--- config.mk ---
export PLATFORM = sky130hd
export DESIGN_NAME = xbus_ctrl
export DESIGN_NICKNAME = d
export VERILOG_FILES = /design/src/rtl/xbus_pkg.sv /design/src/rtl/xbus_decode.sv /design/src/rtl/xbus_seq.sv /design/src/rtl/xbus_pins.sv /design/src/rtl/xbus_ctrl.sv
export SDC_FILE = /design/constraint.sdc
export NUM_CORES = 1
export LEC_CHECK = 0
export ABC_AREA = 1
export BUFFER_PORTS_ARGS = -buffer_cell sky130_fd_sc_hd__buf_2
export CORE_MARGIN = 2
export CORE_UTILIZATION = 35
export DETAILED_ROUTE_END_ITERATION = 7
export PLACE_DENSITY_LB_ADDON = 0.15
export SLEW_MARGIN = 10
export SYNTH_ARGS = -nofsm -noshare
export SYNTH_HDL_FRONTEND = slang
export SYNTH_SLANG_ARGS = --single-unit
--- constraint.sdc ---
create_clock -name clk -period 1.3 [get_ports clk]
set_input_delay 0 -clock clk [delete_from_list [all_inputs] [get_ports clk]]
set_output_delay 0 -clock clk [all_outputs]
set_load 0.005 [all_outputs]
--- src/rtl/xbus_pkg.sv ---
package xbus_pkg;

    // Bus phase of the sequencer
    typedef enum logic [2:0] {
        ST_IDLE,
        ST_ADDR,
        ST_HOLD,
        ST_SETUP,
        ST_STRB
    } xb_state_e;

    // Classification of a request address
    typedef enum logic [1:0] {
        CLS_INT,
        CLS_EXT,
        CLS_NONE
    } xb_class_e;

endpackage

--- src/rtl/xbus_decode.sv ---
module xbus_decode
    import xbus_pkg::*;
#(
    parameter int AW = 16,
    parameter logic [AW-1:0] INT_TOP = 16'h21FF
) (
    input  logic [AW-1:0] addr,
    input  logic          enable,
    output xb_class_e     cls
);

    logic above;

    // strictly above the internal top goes outside
    assign above = (addr > INT_TOP);

    always_comb begin
        if (!above)
            cls = CLS_INT;
        else if (enable)
            cls = CLS_EXT;
        else
            cls = CLS_NONE;   // unmapped while disabled
    end

endmodule

--- src/rtl/xbus_seq.sv ---
module xbus_seq
    import xbus_pkg::*;
#(
    parameter int AW  = 16,
    parameter int DW  = 8,
    parameter int WSW = 2
) (
    input  logic            clk,
    input  logic            rst_n,
    input  logic            cfg_en,
    input  logic [WSW-1:0]  cfg_wait,
    input  logic            req_rd,
    input  logic            req_wr,
    input  logic [AW-1:0]   req_addr,
    input  logic [DW-1:0]   req_wdata,
    input  xb_class_e       cls,
    input  logic [DW-1:0]   pad_ad_i,
    output logic            busy,
    output logic            ale,
    output logic            rd_n,
    output logic            wr_n,
    output logic [DW-1:0]   ad_o,
    output logic            ad_drive,
    output logic [AW-DW-1:0] ahi,
    output logic            ready,
    output logic [DW-1:0]   rdata
);

    localparam int HIW = AW - DW;

    typedef struct packed {
        xb_state_e      st;
        logic           ext;
        logic           wr;
        logic [AW-1:0]  addr;
        logic [DW-1:0]  wdata;
        logic [WSW-1:0] ws;
        logic [WSW-1:0] cnt;
        logic           ready;
        logic [DW-1:0]  rdata;
    } seq_t;

    seq_t q, d;

    always_comb begin
        d       = q;
        d.ready = 1'b0;
        unique case (q.st)
            ST_IDLE: begin
                if (req_rd || req_wr) begin
                    d.rdata = '0;
                    if (cls == CLS_EXT || (cls == CLS_INT && cfg_en)) begin
                        d.st    = ST_ADDR;
                        d.ext   = (cls == CLS_EXT);
                        d.wr    = req_wr;
                        d.addr  = req_addr;
                        d.wdata = req_wdata;
                        d.ws    = (cls == CLS_EXT) ? cfg_wait : '0;
                        d.cnt   = d.ws;
                    end else begin
                        d.ready = 1'b1;   // disabled internal or unmapped
                    end
                end
            end
            ST_ADDR:  d.st = ST_HOLD;
            ST_HOLD:  d.st = ST_SETUP;
            ST_SETUP: d.st = ST_STRB;
            ST_STRB: begin
                if (q.cnt == '0) begin
                    d.st    = ST_IDLE;
                    d.ready = 1'b1;
                    if (q.ext && !q.wr)
                        d.rdata = pad_ad_i;
                end else begin
                    d.cnt = q.cnt - 1'b1;
                end
            end
            default: d.st = ST_IDLE;
        endcase
    end

    always_ff @(posedge clk or negedge rst_n) begin
        if (!rst_n) begin
            q <= '{st: ST_IDLE, default: '0};
        end else begin
            q <= d;
        end
    end

    // Pin-side decode of the registered phase
    logic strobe_on;
    assign strobe_on = (q.st == ST_STRB) && q.ext;
    assign busy      = (q.st != ST_IDLE);
    assign ale       = (q.st == ST_ADDR);
    assign rd_n      = !(strobe_on && !q.wr);
    assign wr_n      = !(strobe_on &&  q.wr);
    assign ahi       = q.addr[AW-1 -: HIW];
    assign ready     = q.ready;
    assign rdata     = q.rdata;

    always_comb begin
        ad_o     = '0;
        ad_drive = 1'b0;
        unique case (q.st)
            ST_ADDR, ST_HOLD: begin
                ad_o     = q.addr[DW-1:0];
                ad_drive = 1'b1;
            end
            ST_SETUP, ST_STRB: begin
                ad_o     = q.wdata;
                ad_drive = q.wr;
            end
            default: ;
        endcase
    end

    // Strobe-width measurement for the checks below
    logic           strb_now, strb_was;
    logic [WSW:0]   slen_q;
    assign strb_now = !rd_n || !wr_n;

    always_ff @(posedge clk or negedge rst_n) begin
        if (!rst_n) begin
            strb_was <= 1'b0;
            slen_q   <= '0;
        end else begin
            strb_was <= strb_now;
            slen_q   <= strb_now ? slen_q + 1'b1 : '0;
        end
    end

    p_strobe_excl_r6: assert property (@(posedge clk) disable iff (!rst_n)
        !(!rd_n && !wr_n));

    p_ale_low_strobe_r3: assert property (@(posedge clk) disable iff (!rst_n)
        (!rd_n || !wr_n) |-> !ale);

    p_addr_held_r2: assert property (@(posedge clk) disable iff (!rst_n)
        $fell(ale) |-> (ad_drive && ad_o == $past(ad_o)));

    p_int_quiet_r7: assert property (@(posedge clk) disable iff (!rst_n)
        (busy && !q.ext) |-> (rd_n && wr_n));

    p_ready_pulse_r8: assert property (@(posedge clk) disable iff (!rst_n)
        ready |=> !ready);

    p_strobe_width_r4: assert property (@(posedge clk) disable iff (!rst_n)
        (!strb_now && strb_was) |-> (slen_q == {1'b0, q.ws} + 1'b1));

endmodule

--- src/rtl/xbus_pins.sv ---
module xbus_pins #(
    parameter int DW  = 8,
    parameter int HIW = 8
) (
    input  logic            clk,
    input  logic            rst_n,
    input  logic            owned,
    input  logic            ale,
    input  logic            rd_n,
    input  logic            wr_n,
    input  logic [DW-1:0]   ad_o,
    input  logic            ad_drive,
    input  logic [HIW-1:0]  ahi,
    input  logic [DW-1:0]   gp_ad_o,
    input  logic [DW-1:0]   gp_ad_oe,
    input  logic [HIW-1:0]  gp_ahi_o,
    input  logic [HIW-1:0]  gp_ahi_oe,
    input  logic [2:0]      gp_ctl_o,
    input  logic [2:0]      gp_ctl_oe,
    output logic [DW-1:0]   pad_ad_o,
    output logic [DW-1:0]   pad_ad_oe,
    output logic [HIW-1:0]  pad_ahi_o,
    output logic [HIW-1:0]  pad_ahi_oe,
    output logic            pad_ale,
    output logic            pad_rd_n,
    output logic            pad_wr_n,
    output logic [2:0]      pad_ctl_oe
);

    logic [2:0] bus_ctl;
    logic [2:0] ctl_mux;
    assign bus_ctl = {wr_n, rd_n, ale};

    for (genvar i = 0; i < DW; i++) begin : g_ad
        assign pad_ad_o[i]  = owned ? ad_o[i]  : gp_ad_o[i];
        assign pad_ad_oe[i] = owned ? ad_drive : gp_ad_oe[i];
    end

    for (genvar j = 0; j < HIW; j++) begin : g_ahi
        assign pad_ahi_o[j]  = owned ? ahi[j] : gp_ahi_o[j];
        assign pad_ahi_oe[j] = owned | gp_ahi_oe[j];
    end

    for (genvar k = 0; k < 3; k++) begin : g_ctl
        assign ctl_mux[k]    = owned ? bus_ctl[k] : gp_ctl_o[k];
        assign pad_ctl_oe[k] = owned | gp_ctl_oe[k];
    end

    assign pad_ale  = ctl_mux[0];
    assign pad_rd_n = ctl_mux[1];
    assign pad_wr_n = ctl_mux[2];

    p_own_ctl_r11: assert property (@(posedge clk) disable iff (!rst_n)
        owned |-> (&pad_ctl_oe && &pad_ahi_oe));

    p_release_r9: assert property (@(posedge clk) disable iff (!rst_n)
        !owned |-> (pad_ad_oe == gp_ad_oe && pad_ctl_oe == gp_ctl_oe));

endmodule

--- src/rtl/xbus_ctrl.sv ---
module xbus_ctrl
    import xbus_pkg::*;
#(
    parameter int AW  = 16,
    parameter int DW  = 8,
    parameter int WSW = 2,
    parameter logic [AW-1:0] INT_TOP = 16'h21FF
) (
    input  logic              clk,
    input  logic              rst_n,
    input  logic              cfg_en,
    input  logic [WSW-1:0]    cfg_wait,
    input  logic              req_rd,
    input  logic              req_wr,
    input  logic [AW-1:0]     req_addr,
    input  logic [DW-1:0]     req_wdata,
    output logic [DW-1:0]     req_rdata,
    output logic              req_ready,
    input  logic [DW-1:0]     gp_ad_o,
    input  logic [DW-1:0]     gp_ad_oe,
    input  logic [AW-DW-1:0]  gp_ahi_o,
    input  logic [AW-DW-1:0]  gp_ahi_oe,
    input  logic [2:0]        gp_ctl_o,
    input  logic [2:0]        gp_ctl_oe,
    input  logic [DW-1:0]     pad_ad_i,
    output logic [DW-1:0]     pad_ad_o,
    output logic [DW-1:0]     pad_ad_oe,
    output logic [AW-DW-1:0]  pad_ahi_o,
    output logic [AW-DW-1:0]  pad_ahi_oe,
    output logic              pad_ale,
    output logic              pad_rd_n,
    output logic              pad_wr_n,
    output logic [2:0]        pad_ctl_oe
);

    localparam int HIW = AW - DW;

    xb_class_e        cls;
    logic             busy, ale, rd_n, wr_n, ad_drive, owned;
    logic [DW-1:0]    ad_o;
    logic [HIW-1:0]   ahi;

    xbus_decode #(.AW(AW), .INT_TOP(INT_TOP)) u_decode (
        .addr   (req_addr),
        .enable (cfg_en),
        .cls    (cls)
    );

    xbus_seq #(.AW(AW), .DW(DW), .WSW(WSW)) u_seq (
        .clk       (clk),
        .rst_n     (rst_n),
        .cfg_en    (cfg_en),
        .cfg_wait  (cfg_wait),
        .req_rd    (req_rd),
        .req_wr    (req_wr),
        .req_addr  (req_addr),
        .req_wdata (req_wdata),
        .cls       (cls),
        .pad_ad_i  (pad_ad_i),
        .busy      (busy),
        .ale       (ale),
        .rd_n      (rd_n),
        .wr_n      (wr_n),
        .ad_o      (ad_o),
        .ad_drive  (ad_drive),
        .ahi       (ahi),
        .ready     (req_ready),
        .rdata     (req_rdata)
    );

    // The bus keeps its pins until an access in flight completes
    assign owned = cfg_en || busy;

    xbus_pins #(.DW(DW), .HIW(HIW)) u_pins (
        .clk        (clk),
        .rst_n      (rst_n),
        .owned      (owned),
        .ale        (ale),
        .rd_n       (rd_n),
        .wr_n       (wr_n),
        .ad_o       (ad_o),
        .ad_drive   (ad_drive),
        .ahi        (ahi),
        .gp_ad_o    (gp_ad_o),
        .gp_ad_oe   (gp_ad_oe),
        .gp_ahi_o   (gp_ahi_o),
        .gp_ahi_oe  (gp_ahi_oe),
        .gp_ctl_o   (gp_ctl_o),
        .gp_ctl_oe  (gp_ctl_oe),
        .pad_ad_o   (pad_ad_o),
        .pad_ad_oe  (pad_ad_oe),
        .pad_ahi_o  (pad_ahi_o),
        .pad_ahi_oe (pad_ahi_oe),
        .pad_ale    (pad_ale),
        .pad_rd_n   (pad_rd_n),
        .pad_wr_n   (pad_wr_n),
        .pad_ctl_oe (pad_ctl_oe)
    );

endmodule

==> results_dict.tcl, run 1 <==
set metrics [dict create \
    status "finished, violations left" \
    violations "DRC, setup timing" \
    timing.final.crit_share 1.21 \
    wl_um 6880 \
    reg2reg_to "u_seq.rdata[0]" \
    root_buffer "clkbuf_8" \
    async_flop_share 1.00 \
    critical_path_class "flip-flop to primary output" \
    start_util 0.365 \
    worstRegToRegCells 9 \
    synthFlopType "dfrtp_1" \
    p_per_area_nw_per_um2 1990 \
    critPathMaxStageDelay_ns 0.44 \
    ys_seq_area_frac 0.427 \
    p_leak_nw 2.11 \
    die_area_um2 7370 \
    path_clk_slew_ns 0.08 \
    synth_compound_gate_area_share 0.107 \
    instances_no_fill 572 \
    drtPass1Iterations 7 \
    clk_latency_ns 0.29 \
    crit_path_start "u_seq.q[41]" \
    holdPathEnd "u_seq.q[37]" \
    cp_slowest_cell "dfrtp_1" \
    syn-cell-area_um2 2350 \
    crit_path_frequent_cell "buf_6" \
    grtUsageMet1 0.231 \
    syn_inst 327 \
    crit_arrival_ns 1.57 \
    post-route-drc-count 5 \
    num_vias 2545 \
    antennaDiodeCount 0 \
    syn_avg_cell_area_um2 7.17 \
    synthMuxAreaShare 0 \
    cts_tree "yes" \
    dpl_worst_slack_ns -0.0264 \
    place.gp.congestion 0.776 \
    pin_count 124 \
    min_from "req_wr" \
    fmax_mhz 637 \
    grt_util_met3 0.0298 \
    rsz0062_at_grt "yes" \
    grt_pass1_wl_um 10300 \
    yosys.cell_types.count 24 \
    final_core_util 0.581 \
    setup_violations 74 \
    synth_edf_count 0 \
    fillers 621 \
    gr-total-overflow 0 \
    ir_worst_vdd_v 0.000971 \
    avgViaCountPerCell 4.45 \
    synthAdderAreaFrac 0.00533 \
    start_kind "flip-flop" \
    placed_cells 523 \
    finalMaxSlewViolations 0 \
    synthToLayoutAreaGrowth_pct 58.9 \
    drive_above_1_share 0.392 \
    crit_chain "buf_6 -> nor2_4 -> nand2_4 -> buf_6 -> or2_1 -> buf_2" \
    synth-seq-cells 40 \
    die_w_um 85.9 \
    fin_crit_ns 1.57 \
    cts_buffers 5 \
    core_area_um2 6420 \
    cp_max_fo 7 \
    design.final.nets 573 \
    hold_depth 3 \
    grt_pass1_vias 2277 \
    ys_warn_count 0 \
    die_y_um 85.9 \
    synthesis.nets 405 \
    fin_area_um2 3730 \
    gr-max-usage-layer "met2" \
    setup_ws_ns -0.270 \
    critical_path.reg2reg.startpoint "u_seq.q[40]" \
    antenna_found_initial 0 \
    r2r_setup_slack_ns -0.21 \
    ant_nets 0 \
    met2_usage 0.284 \
    hpwl_um 4630 \
    h-tree-depth 2 \
    endpoint_kind "primary output" \
    drtIter0Drc 76 \
    required_ns 1.30 \
    postPlaceCellArea_um2 3080 \
    synth_top_family_by_area "simple AND/OR/NAND/NOR gates" \
    gr-usage-all-layers 0.171 \
    maxCapViolations 0 \
    port-buffer-count 123 \
    clock_path_buffers 2 \
    skew_ns 0.0100 \
    hold_violations 0 \
    placement_rows 29 \
    hp-class "input port to flip-flop" \
    worst_slew_pin_slew_ns 0.445 \
    grt_max_degree 31 \
    cts.sinks 40 \
    yosys.area_share.simple 0.342 \
    slew_headroom 0.703 \
    synth-xor-area-share 0 \
    wl_per_cell_um 12.0 \
]
[routing by layer]
layer | up-vias | share of wire
met5 | - | 0
met4 | 0 | 0.0083
met3 | 9 | 0.040
met2 | 58 | 0.50
met1 | 1144 | 0.46
li1 | 1334 | -
[power by group]
part / switching, mW / internal, mW / total [mW]
clock: 0.434 / 0.364 / 0.798
sequential: 0.294 / 1.75 / 2.04
combinational: 2.37 / 2.19 / 4.57
total: 3.10 / 4.30 / 7.40
[flip-flops by register name, summed over array words and instances (netlist names)]
name         flops
u_seq.q         23
u_seq.rdata      8
u_seq.ahi        8
u_seq.ready      1
[how the worst max path moves through the flow]
stage	end	slack, ns	cells past startpoint
after global placement	u_seq.rdata[3]	-0.02	7
after floorplan	u_seq.q[10]	0.02	8
after CTS	pad_ahi_oe[3]	-0.27	7
final	pad_ahi_oe[0]	-0.27	6
after global routing	pad_ahi_oe[3]	-0.36	7
after detailed placement	u_seq.rdata[3]	-0.03	7
[cell usage after synthesis (2+ instances only)]
cell,n,area (µm²)
o21ai_2,6,52.6
inv_1,33,124
buf_4,8,60.1
nand2_2,3,18.8
or2_2,2,12.5
nor2_1,17,63.8
inv_2,3,11.3
o21ai_0,12,60.1
dfrtp_1,40,1000
buf_2,6,30.0
nand3_1,15,75.1
nor2_4,2,22.5
or2_1,10,62.6
nand2_1,138,518
o21ai_1,20,100
buf_6,4,45.0
[area by class of cell]
class	instances	area [µm²]	area share
repair buffers	178	1240	0.333
multi-input cells	232	1150	0.308
flip-flops and latches	40	1000	0.268
inverters	37	154	0.0413
well taps	77	96.3	0.0258
clock buffers	5	68.8	0.0185
clock inverters	2	12.5	0.00336
repair inverters	1	6.26	0.00168
[timing repair]
item / in CTS / in global routing
resized for setup: 12 / 18
pin swaps: 9 / 20
hold buffers: 25 / 0
endpoints found under the setup margin: 48 / 76
endpoints found under the hold margin: 39 / 0
buffers inserted: 4 / 5
cloned: 1 / 8
[kinds of logic (layout without fill, tap and decap cells)]
| family | Yosys count | count (layout) |
|---|---|---|
| buf+inv | 56 | 223 |
| simple gates | 189 | 190 |
| fa+ha+maj | 1 | 1 |
| compound gates | 41 | 41 |
| flops | 40 | 40 |
[through the flow]
| stage | hold WS [ns] | TNS, ns | power, mW |
|---|---|---|---|
| 2_1_floorplan | -0.296 | 0 | 4.23 |
| 3_5_place_dp | -0.0277 | -0.155 | 5.76 |
| 5_1_grt | 0.0199 | -20.15 | 8.09 |
| 3_3_place_gp | -0.0379 | -0.0926 | 5.71 |
| 6_report | 0.0129 | -13.51 | 7.40 |
| 4_1_cts | 0.00904 | -10.31 | 6.90 |
[cell usage in the layout, fill, tap and decap left out, drive strengths merged]
cell,count
nor2,19
clkinvlp,1
inv,37
or2,12
dlygate4sd3,25
ha,1
a21oi,2
dfrtp,40
a31oi,1
clkinv,2
o21ai,38
nand3,17
nand2,142
buf,149
clkbuf,9
[critical path: cells and delay by family (launching register included)]
family | cells | cell delay [ns]
buffers and inverters | 3 | 0.40
DFF | 1 | 0.44
and+or+nand+nor | 3 | 0.44
Power figures use the tool's default switching activity.
==> run 2, diff against run 1 <==
RECOVER_POWER = 25   (was default)
TNS_END_PERCENT = 1   (was default)
==> results_dict.tcl, run 2 (same netlist as run 1, synthesis figures left out) <==
set metrics [dict create \
    status "finished, violations left" \
    violations "DRC, setup timing" \
    whs_ns 0.0165 \
    grt_pass1_vias 2255 \
    die_area_um2 7370 \
    num_vias 2462 \
    power_frac_comb 0.592 \
    slew_headroom 0.291 \
    regArea_um2 1000 \
    start_util 0.365 \
    die_w_um 85.9 \
    regMostFlops "u_seq.q" \
    path_clk_slew_ns 0.08 \
    critical_path.reg2reg.startpoint "u_seq.q[41]" \
    mostFrequentLayoutCells "nand2_1 (127), buf_2 (122), dfrtp_1 (39), inv_1 (32), dlygate4sd3_1 (25)" \
    reg2reg_to "u_seq.ahi[0]" \
    hp-class "input port to flip-flop" \
    die_y_um 85.9 \
    final_common_cell "nand2_1" \
    clock_path_buffers 2 \
    fin_area_um2 3560 \
    port-buffer-count 123 \
    cp_max_fo 7 \
    r2r_setup_slack_ns -0.14 \
    p_leak_nw 2.02 \
    antennaDiodeCount 0 \
    synthToLayoutAreaGrowth_pct 51.7 \
    antenna_found_initial 0 \
    cts.sinks 40 \
    timing.final.crit_share 1.20 \
    avgViaCountPerCell 4.39 \
    p_int_mw 4.05 \
    design.final.nets 562 \
    post-route-drc-count 5 \
    cts_tree "yes" \
    fmax_mhz 640 \
    p_sw_mw 2.93 \
    endpoint_kind "primary output" \
    pwr-share-seq 0.295 \
    worst_slew_pin_slew_ns 1.06 \
    worstRegToRegCells 8 \
    clk_latency_ns 0.29 \
    cp_slowest_cell "dfrtp_2" \
    total_power_mw 6.98 \
    start_kind "flip-flop" \
    largest_register_ffs 23 \
    fin_crit_ns 1.56 \
    maxCapViolations 0 \
    clkPwrFrac 0.113 \
    crit_chain "buf_6 -> nor2_4 -> nand2_4 -> buf_6 -> or2_1 -> buf_2" \
    place.gp.congestion 0.776 \
    pin_count 124 \
    postPlaceCellArea_um2 3080 \
    setup_ws_ns -0.262 \
    drive_above_1_share 0.393 \
    min_from "req_wr" \
    hold_depth 3 \
    gr-total-overflow 0 \
    crit_end "pad_ahi_oe[3]" \
    cts_buffers 5 \
    fillers 639 \
    drtIter0Drc 93 \
    placement_rows 29 \
    hold_violations 0 \
    skew_ns 0.00687 \
    rsz0062_at_grt "yes" \
    root_buffer "clkbuf_8" \
    ant_nets 0 \
    p_per_area_nw_per_um2 1960 \
    wl_um 6230 \
    swShare 0.420 \
    placed_cells 523 \
    multi_input_area_um2 1140 \
    required_ns 1.30 \
    grt_max_degree 31 \
    finalMaxSlewViolations 0 \
    gr-usage-all-layers 0.170 \
    ir_worst_vdd_v 0.000890 \
    core_area_um2 6420 \
    crit_path_start "u_seq.q[41]" \
    h-tree-depth 2 \
    wl_per_cell_um 11.1 \
    final_core_util 0.554 \
    crit_arrival_ns 1.56 \
    setup_violations 72 \
    drtPass1Iterations 6 \
    instances_no_fill 561 \
    critical_path_class "flip-flop to primary output" \
    critPathMaxStageDelay_ns 0.45 \
    hpwl_um 4630 \
    crit_path_frequent_cell "buf_6" \
    grt_pass1_wl_um 10200 \
]
## run 2: cell types whose count changed in the layout (fill, tap and decap cells not counted), moves of 2 or more
cell / delta
buf_6: -5
or2_2: -2
or2_4: +2
nand2_1: -10
clkbuf_16: -4
nand2_2: +10
## run 2: through the flow
step                setup WS (ns)  TNS (ns)
floorplan                  0.0174         0
global placement          -0.0215   -0.0926
detailed placement        -0.0264    -0.155
CTS                        -0.269    -10.25
global route               -0.342    -17.39
finish                     -0.262    -11.46
## run 2: area by class of cell
| class | count | share of cell area |
|---|---|---|
| clock inverters | 2 | 0.00351 |
| inverters | 37 | 0.0425 |
| well taps | 77 | 0.0271 |
| repair buffers | 169 | 0.304 |
| flip-flops and latches | 40 | 0.282 |
| multi-input cells | 231 | 0.322 |
| clock buffers | 5 | 0.0193 |
## run 2: worst min-delay path by stage
stage / to / slack (ns)
6_report: u_seq.q[37] / 0.02
2_1_floorplan: u_seq.ahi[0] / -0.30
4_1_cts: u_seq.q[37] / 0.009
5_1_grt: u_seq.q[37] / 0.02
3_5_place_dp: u_seq.q[9] / -0.03
3_3_place_gp: u_seq.q[10] / -0.04
## run 2: power groups by stage
stage	sequential (mW)	clock [mW]	combinational [mW]
after global routing	2.14	0.894	4.64
after floorplan	2.00	0	2.22
after CTS	2.03	0.827	4.00
final	2.06	0.785	4.14
after global placement	2.04	0	3.67
after detailed placement	2.05	0	3.71
## run 2: worst max-delay path, delay by kind of cell (launching register included)
kind,cells,cell delay [ns]
buffers and inverters,3,0.40
flip-flops,1,0.45
AND/OR/NAND/NOR,3,0.43
## run 2: repair_timing
item,4_1_cts,5_1_grt
hold endpoints to repair,39,0
endpoints found under the setup margin,48,76
gates cloned,1,0
pin swaps,10,7
resized for setup,11,21
setup buffers,3,2
hold buffers,25,0
## run 2: metal layers
metal | routed length, µm | global-route usage | vias to the layer above
li1 | - | - | 1307
met1 | 2860 | 0.230 | 1092
met2 | 3070 | 0.283 | 56
met3 | 258 | 0.0308 | 7
met4 | 40 | 0.0404 | 0
met5 | 0 | 0 | -
